$ cat config.mk
export PLATFORM = sky130hd
export DESIGN_NAME = dma2_engine
export DESIGN_NICKNAME = d
export VERILOG_FILES = /design/src/rtl/dma2_pkg.sv /design/src/rtl/dma2_chan.sv /design/src/rtl/dma2_arb.sv /design/src/rtl/dma2_seq.sv /design/src/rtl/dma2_engine.sv
export SDC_FILE = /design/constraint.sdc
export NUM_CORES = 1
export LEC_CHECK = 0
export ABC_AREA = 1
export BUFFER_PORTS_ARGS = -buffer_cell sky130_fd_sc_hd__buf_4
export CELL_PAD_IN_SITES_DETAIL_PLACEMENT = 0
export CELL_PAD_IN_SITES_GLOBAL_PLACEMENT = 1
export CORE_MARGIN = 2
export CORE_UTILIZATION = 35
export CTS_CLUSTER_DIAMETER = 60
export DETAILED_ROUTE_END_ITERATION = 8
export HOLD_SLACK_MARGIN = 0.12
export PLACE_DENSITY = 0.76
export REMOVE_ABC_BUFFERS = 1
export SLEW_MARGIN = 0
export SYNTH_ARGS = -nofsm -noshare
export SYNTH_HDL_FRONTEND = slang
export SYNTH_SLANG_ARGS = --single-unit
$ cat constraint.sdc
create_clock -name clk -period 4.9 [get_ports clk]
set_input_delay 0.49 -clock clk [delete_from_list [all_inputs] [get_ports clk]]
set_output_delay 0.49 -clock clk [all_outputs]
set_load 0.1 [all_outputs]
$ cat src/rtl/dma2_pkg.sv
`timescale 1ns/1ps
package dma2_pkg;
  localparam int CH_N = 2;
  typedef enum logic [1:0] {SQ_IDLE = 2'd0, SQ_READ = 2'd1, SQ_WRITE = 2'd2} sq_state_e;
  typedef enum logic [1:0] {SY_FREE = 2'b00, SY_SRC = 2'b01, SY_DST = 2'b10, SY_OFF = 2'b11} sync_e;
  localparam int B_WORD = 0;
  localparam int B_TMR  = 4;
  localparam int B_PRI  = 5;
  localparam int B_SYLO = 6;
  localparam int B_IRQ  = 8;
  localparam int B_STOP = 9;
endpackage

$ cat src/rtl/dma2_chan.sv
`timescale 1ns/1ps
module dma2_chan
  import dma2_pkg::*;
#(
  parameter int AW = 20,
  parameter int CW = 16
) (
  input  logic          clk,
  input  logic          rst_n,
  input  logic          load_i,
  input  logic [15:0]   ctl_i,
  input  logic [AW-1:0] src_i,
  input  logic [AW-1:0] dst_i,
  input  logic [CW-1:0] cnt_i,
  input  logic          drq_i,
  input  logic          tick_i,
  input  logic          grant_i,
  input  logic          done_i,
  output logic          req_o,
  output logic          pri_o,
  output logic          word_o,
  output logic [AW-1:0] src_o,
  output logic [AW-1:0] dst_o,
  output logic          irq_o
);
  localparam logic [CW-1:0] ONE = {{(CW-1){1'b0}}, 1'b1};

  logic [15:0]   ctl_q, ctl_d;
  logic [AW-1:0] src_q, src_d, dst_q, dst_d, step;
  logic [CW-1:0] cnt_q, cnt_d;
  logic          armed_q, armed_d, tpend_q, tpend_d, irq_q, irq_d;
  sync_e         mode;
  logic          unused_ctl;

  assign unused_ctl = ^{ctl_q[15:10], ctl_q[3:1]};
  assign mode  = sync_e'(ctl_q[B_SYLO+1:B_SYLO]);
  assign step  = {{(AW-2){1'b0}}, ctl_q[B_WORD], ~ctl_q[B_WORD]};

  always_comb begin
    ctl_d = ctl_q; src_d = src_q; dst_d = dst_q; cnt_d = cnt_q;
    armed_d = armed_q; tpend_d = tpend_q; irq_d = 1'b0;
    if (load_i) begin
      ctl_d = ctl_i; src_d = src_i; dst_d = dst_i; cnt_d = cnt_i;
      armed_d = 1'b1; tpend_d = 1'b0;
    end else begin
      if (tick_i && ctl_q[B_TMR]) tpend_d = 1'b1;
      if (grant_i) tpend_d = 1'b0;
      if (done_i) begin
        src_d = src_q + step;
        dst_d = dst_q + step;
        cnt_d = cnt_q - ONE;
        if (cnt_q == ONE) begin
          irq_d = ctl_q[B_IRQ];
          if (ctl_q[B_STOP]) armed_d = 1'b0;
        end
      end
    end
  end

  always_ff @(posedge clk or negedge rst_n) begin
    if (!rst_n) begin
      ctl_q <= '0; src_q <= '0; dst_q <= '0; cnt_q <= '0;
      armed_q <= 1'b0; tpend_q <= 1'b0; irq_q <= 1'b0;
    end else begin
      ctl_q <= ctl_d; src_q <= src_d; dst_q <= dst_d; cnt_q <= cnt_d;
      armed_q <= armed_d; tpend_q <= tpend_d; irq_q <= irq_d;
    end
  end

  assign req_o  = armed_q && (mode != SY_OFF) && ((mode == SY_FREE) || drq_i || tpend_q);
  assign pri_o  = ctl_q[B_PRI];
  assign word_o = ctl_q[B_WORD];
  assign src_o  = src_q;
  assign dst_o  = dst_q;
  assign irq_o  = irq_q;

  // terminal count with stop enabled disarms the channel
  p_tc_stop_r3: assert property (@(posedge clk) disable iff (!rst_n)
    (done_i && !load_i && ctl_q[B_STOP] && cnt_q == ONE) |=> !req_o);
  // interrupt is a single-cycle pulse
  p_irq_pulse_r4: assert property (@(posedge clk) disable iff (!rst_n)
    irq_o |=> !irq_o);
endmodule

$ cat src/rtl/dma2_arb.sv
`timescale 1ns/1ps
module dma2_arb (
  input  logic       clk,
  input  logic       rst_n,
  input  logic [1:0] req_i,
  input  logic [1:0] pri_i,
  input  logic       idle_i,
  input  logic       blocked_i,
  output logic       start_o,
  output logic       win_o
);
  logic last_q, last_d;

  always_comb begin
    if (req_i == 2'b11) begin
      if (pri_i[0] != pri_i[1]) win_o = pri_i[1];
      else                      win_o = ~last_q;
    end else begin
      win_o = req_i[1];
    end
    start_o = idle_i && (|req_i) && !blocked_i;
    last_d  = start_o ? win_o : last_q;
  end

  always_ff @(posedge clk or negedge rst_n) begin
    if (!rst_n) last_q <= 1'b0;
    else        last_q <= last_d;
  end

  // a start always serves a channel that is requesting
  p_win_valid_r7: assert property (@(posedge clk) disable iff (!rst_n)
    start_o |-> req_i[win_o]);
endmodule

$ cat src/rtl/dma2_seq.sv
`timescale 1ns/1ps
module dma2_seq
  import dma2_pkg::*;
#(
  parameter int AW = 20
) (
  input  logic          clk,
  input  logic          rst_n,
  input  logic          start_i,
  input  logic          win_i,
  input  logic          nmi_i,
  input  logic [AW-1:0] src_i [CH_N],
  input  logic [AW-1:0] dst_i [CH_N],
  input  logic [1:0]    word_i,
  input  logic [15:0]   rdata_i,
  output logic          idle_o,
  output logic [1:0]    grant_o,
  output logic [1:0]    done_o,
  output logic [AW-1:0] addr_o,
  output logic          rd_o,
  output logic          wr_o,
  output logic          byte_o,
  output logic [15:0]   wdata_o
);
  sq_state_e   st_q, st_d;
  logic        sel_q, sel_d;
  logic [15:0] lat_q, lat_d;

  always_comb begin
    st_d = st_q; sel_d = sel_q; lat_d = lat_q;
    case (st_q)
      SQ_IDLE:  if (start_i) begin st_d = SQ_READ; sel_d = win_i; end
      SQ_READ:  if (nmi_i) st_d = SQ_IDLE;
                else begin st_d = SQ_WRITE; lat_d = rdata_i; end
      default:  st_d = SQ_IDLE;
    endcase
  end

  always_ff @(posedge clk or negedge rst_n) begin
    if (!rst_n) begin
      st_q <= SQ_IDLE; sel_q <= 1'b0; lat_q <= '0;
    end else begin
      st_q <= st_d; sel_q <= sel_d; lat_q <= lat_d;
    end
  end

  assign idle_o  = (st_q == SQ_IDLE);
  assign rd_o    = (st_q == SQ_READ) && !nmi_i;
  assign wr_o    = (st_q == SQ_WRITE) && !nmi_i;
  assign addr_o  = (st_q == SQ_WRITE) ? dst_i[sel_q] : src_i[sel_q];
  assign byte_o  = !word_i[sel_q];
  assign wdata_o = lat_q;
  assign grant_o = start_i ? (win_i ? 2'b10 : 2'b01) : 2'b00;
  assign done_o  = wr_o ? (sel_q ? 2'b10 : 2'b01) : 2'b00;

  // the write cycle always follows a read cycle
  p_wr_after_rd_r1: assert property (@(posedge clk) disable iff (!rst_n)
    (st_q == SQ_WRITE) |-> $past(st_q == SQ_READ));
endmodule

$ cat src/rtl/dma2_engine.sv
`timescale 1ns/1ps
module dma2_engine
  import dma2_pkg::*;
#(
  parameter int AW = 20,
  parameter int CW = 16
) (
  input  logic          clk,
  input  logic          rst_n,
  input  logic [1:0]    ld_i,
  input  logic [15:0]   ld_ctl_i,
  input  logic [AW-1:0] ld_src_i,
  input  logic [AW-1:0] ld_dst_i,
  input  logic [CW-1:0] ld_cnt_i,
  input  logic [1:0]    drq_i,
  input  logic          tmr2_tick_i,
  input  logic          cpu_req_i,
  input  logic          cpu_odd_word_i,
  input  logic          cpu_lock_i,
  input  logic          nmi_i,
  input  logic [15:0]   bus_rdata_i,
  output logic [AW-1:0] bus_addr_o,
  output logic          bus_rd_o,
  output logic          bus_wr_o,
  output logic          bus_byte_o,
  output logic [15:0]   bus_wdata_o,
  output logic          cpu_gnt_o,
  output logic          dma_busy_o,
  output logic [1:0]    irq_o
);
  logic [AW-1:0] src_w [CH_N];
  logic [AW-1:0] dst_w [CH_N];
  logic [1:0]    req_w, pri_w, word_w, grant_w, done_w;
  logic          start_w, win_w, idle_w, blocked_w;

  for (genvar c = 0; c < CH_N; c++) begin : g_ch
    dma2_chan #(.AW(AW), .CW(CW)) i_chan (
      .clk(clk), .rst_n(rst_n), .load_i(ld_i[c]), .ctl_i(ld_ctl_i),
      .src_i(ld_src_i), .dst_i(ld_dst_i), .cnt_i(ld_cnt_i),
      .drq_i(drq_i[c]), .tick_i(tmr2_tick_i), .grant_i(grant_w[c]),
      .done_i(done_w[c]), .req_o(req_w[c]), .pri_o(pri_w[c]),
      .word_o(word_w[c]), .src_o(src_w[c]), .dst_o(dst_w[c]), .irq_o(irq_o[c])
    );
  end

  assign blocked_w = nmi_i || (cpu_req_i && (cpu_odd_word_i || cpu_lock_i));

  dma2_arb i_arb (
    .clk(clk), .rst_n(rst_n), .req_i(req_w), .pri_i(pri_w), .idle_i(idle_w),
    .blocked_i(blocked_w), .start_o(start_w), .win_o(win_w)
  );

  dma2_seq #(.AW(AW)) i_seq (
    .clk(clk), .rst_n(rst_n), .start_i(start_w), .win_i(win_w), .nmi_i(nmi_i),
    .src_i(src_w), .dst_i(dst_w), .word_i(word_w), .rdata_i(bus_rdata_i),
    .idle_o(idle_w), .grant_o(grant_w), .done_o(done_w), .addr_o(bus_addr_o),
    .rd_o(bus_rd_o), .wr_o(bus_wr_o), .byte_o(bus_byte_o), .wdata_o(bus_wdata_o)
  );

  assign cpu_gnt_o  = cpu_req_i && idle_w && !start_w;
  assign dma_busy_o = !idle_w;

  // a locked CPU access keeps DMA off the bus
  p_lock_yield_r8: assert property (@(posedge clk) disable iff (!rst_n)
    (cpu_req_i && cpu_lock_i && idle_w) |=> !bus_rd_o);
  // CPU grant and DMA strobes never overlap
  p_gnt_excl_r8: assert property (@(posedge clk) disable iff (!rst_n)
    !(cpu_gnt_o && (bus_rd_o || bus_wr_o)));
  // NMI leaves no write in the following cycle
  p_nmi_halt_r9: assert property (@(posedge clk) disable iff (!rst_n)
    nmi_i |=> !bus_wr_o);
  // at most one channel interrupt at a time
  p_irq_single_r4: assert property (@(posedge clk) disable iff (!rst_n)
    $onehot0(irq_o));
endmodule

==> metrics.txt <==
crit start category=flop; initial antenna violation count=0; # hold bufs at CTS=0; met2 wire length=approximately 15000 um; row count=61; critical path type=flop to primary output; clock root cell=clkbuf_16; status=complete, no violations; commonest non-fill, non-tap cell in the layout=nand2_1; synth top area cells=dfrtp_1 39%, nand2_1 18%, inv_1 7.7%; GR Overflow Total=0; synthesized flop and latch total=152; Mean Syn Cell Area=approximately 6.7 um2; DR vias/cell=5.01; Synth warnings=0; Yosys top cell by area=dfrtp_1; worst setup margin=around 2 ns; Max Cap Violations=0; final slew viol count=0; post-synth top area share=about two fifths; worst setup path startpoint=i_seq.sel_q$_DFFE_PN0P_; Ant. Diodes=0; crit-path max FO=36; postcts setup bufs=0; fin crit period=2.87 ns; DR WL/cell=16.7 um; Iter 0 DRT Violations=742; pre-CTS WS=2.08 ns; layout cell share with drive strength beyond 1=11.9%; Hold Fails Final Rpt=0; largest net degree at the start of global routing=100; die width=172 um; total CTS buffers=17; die area=29600 um2; class of the worst hold path=input port to asynchronous set/reset pin; RSZ-0062 raised after global routing=false; total power divided by cell area=398 nW/um2; Worst EP required=4.41 ns; CTS tree=done; vias in the first global route=9607; f_max=349 MHz; total wire length=about 33000 um; Clock transition at path regs=0.07 ns; cells after synthesis=1465; post-route ant nets=0; Worst R2R Start=g_ch[1].i_chan.ctl_q[0]$_DFFE_PN0P_; Core Footprint=27800 um2; total track usage=a little under a quarter; Final nets=1688; H-tree depth=4; routability congestion estimate from global placement=0.839; clock latency on the worst-skew pair=0.44 ns; Static Leak=between 5 and 6 nW; wire length on met3=1660 um; commonest cells after routing, fill and taps aside=475 x nand2_1, 203 x inv_1, 152 x dfrtp_1, 143 x buf_4, 134 x nor2_1; M1 WL=15500 um; overall power=4.67 mW; first-pass GRT wire length=51800 um; Area Growth Syn to Fin=18.9%; Port Buf Inserts=~130; clk sink count=152; Worst VDD drop=0.266 mV; initial core utilization=35.5%; PostCTS Resize Cnt=0; detailed-route via count=9844; worst-margin pin slew=0.995 ns; Setup crit end kind=primary output; CP arrival=2.38 ns; # IOs=approximately 140; fin area=11700 um2; clock buffer depth=2; sequential element share of the synthesized area=between 30% and 40%; fin crit share=58.5%; Final setup viols=0; Post-Route Setup TNS=0 ns; skew final=0.0126 ns; drt pass-1 iters=5; DPL Wire Length=22900 um; Highest Signal Layer=met4; synth unique cells=35; Die Y=roughly 170 um; Rel. slew slack=33.7%; Area after DPL=11200 um2; DRC=0; Mapped Area=9870 um2
-- final timing paths --
check                                                             to  slack, ns  depth (start not counted)
worst max register to register  g_ch[1].i_chan.dst_o[14]$_DFFE_PN0P_       2.27                         12
worst max-delay path                                  bus_addr_o[14]       2.03                          6
worst min-delay path            g_ch[1].i_chan.cnt_q[12]$_DFFE_PN0P_       0.19                          1
max in group asynchronous       g_ch[0].i_chan.src_o[14]$_DFFE_PN0P_       3.57                          2
worst min register to register         i_seq.wdata_o[13]$_DFFE_PN0P_       0.48                          2
min in group clk                       i_seq.wdata_o[15]$_DFFE_PN0P_       0.25                          3
-- report_power, final --
part | internal (mW) | leakage [nW] | switching [mW] | total [mW]
Clock | 0.670 | 0.273 | 0.630 | 1.30
Combinational | 0.419 | 3.60 | 1.39 | 1.81
Sequential | 1.41 | 1.86 | 0.151 | 1.56
Total | 2.50 | 5.72 | 2.17 | 4.67
-- metrics by stage --
| step | utilization (%) | hold slack, ns | instances |
|---|---|---|---|
| floorplan | - | 0.194 | 1410 |
| global placement | 40.2 | 0.458 | 1932 |
| detailed placement | 40.2 | 0.460 | 1932 |
| CTS | 42.3 | 0.226 | 1964 |
| global route | 42.3 | 0.247 | 1964 |
| finish | 42.3 | 0.187 | 1964 |
-- state kept, by name, indices dropped and copies added (netlist names) --
name and flops:
i_seq.wdata_o 16, g_ch.i_chan.irq_o 2, i_seq.st_q 2, g_ch.i_chan.cnt_q 32
g_ch.i_chan.dst_o 40, i_seq.sel_q 1, g_ch.i_chan.ctl_q 14, g_ch.i_chan.tpend_q 2
i_arb.last_q 1, g_ch.i_chan.src_o 40, g_ch.i_chan.armed_q 2
-- worst max-delay path, cell delays in order (launching register included) --
cell and delay [ns]:
dfrtp_1 0.40, inv_2 0.25, buf_4 0.44, o21ai_0 0.16, a21oi_1 0.30, a21oi_1 0.12, buf_4 0.25
-- synthesized netlist by cell type (all sizes together) --
master	count
nand3	118
o22a	1
clkbuf	19
nor3b	1
dfrtp	152
a31oi	1
o211ai	18
fa	4
o21ai	105
xnor2	4
a21oi	47
nand2	476
nand3b	2
ha	12
nor3	8
o22ai	40
o221ai	21
nor2	137
o21bai	10
inv	208
and2	1
a21boi	1
nand4	12
buf	36
xor2	31
-- area by class of cell --
| class | count | area (um2) |
|---|---|---|
| Sequential cell | 152 | 3800 |
| Clock buffer | 17 | 425 |
| Fill cell | 3008 | 16000 |
| Timing Repair Buffer | 144 | 1080 |
| Clock inverter | 15 | 131 |
| Tap cell | 378 | 473 |
| Multi-Input combinational cell | 1050 | 5040 |
| Inverter | 208 | 781 |
-- cells by family (layout without fill, tap and decap cells) --
kind of cell | count (synthesis) | count (layout) | synth area share (%)
simple gates | 755 | 755 | 31.1
xor+xnor | 35 | 35 | 3.11
buf+inv | 263 | 384 | 10.5
flops | 152 | 152 | 38.5
compound gates | 244 | 244 | 14.5
fa+ha+maj | 16 | 16 | 2.33
-- per-layer routing --
metal,vias up,global-route usage (%)
li1,4908,-
met1,4653,31.8
met2,255,37.6
met3,28,3.59
met4,0,6.03
met5,-,0
No activity file was read; power rests on OpenSTA's default activity.
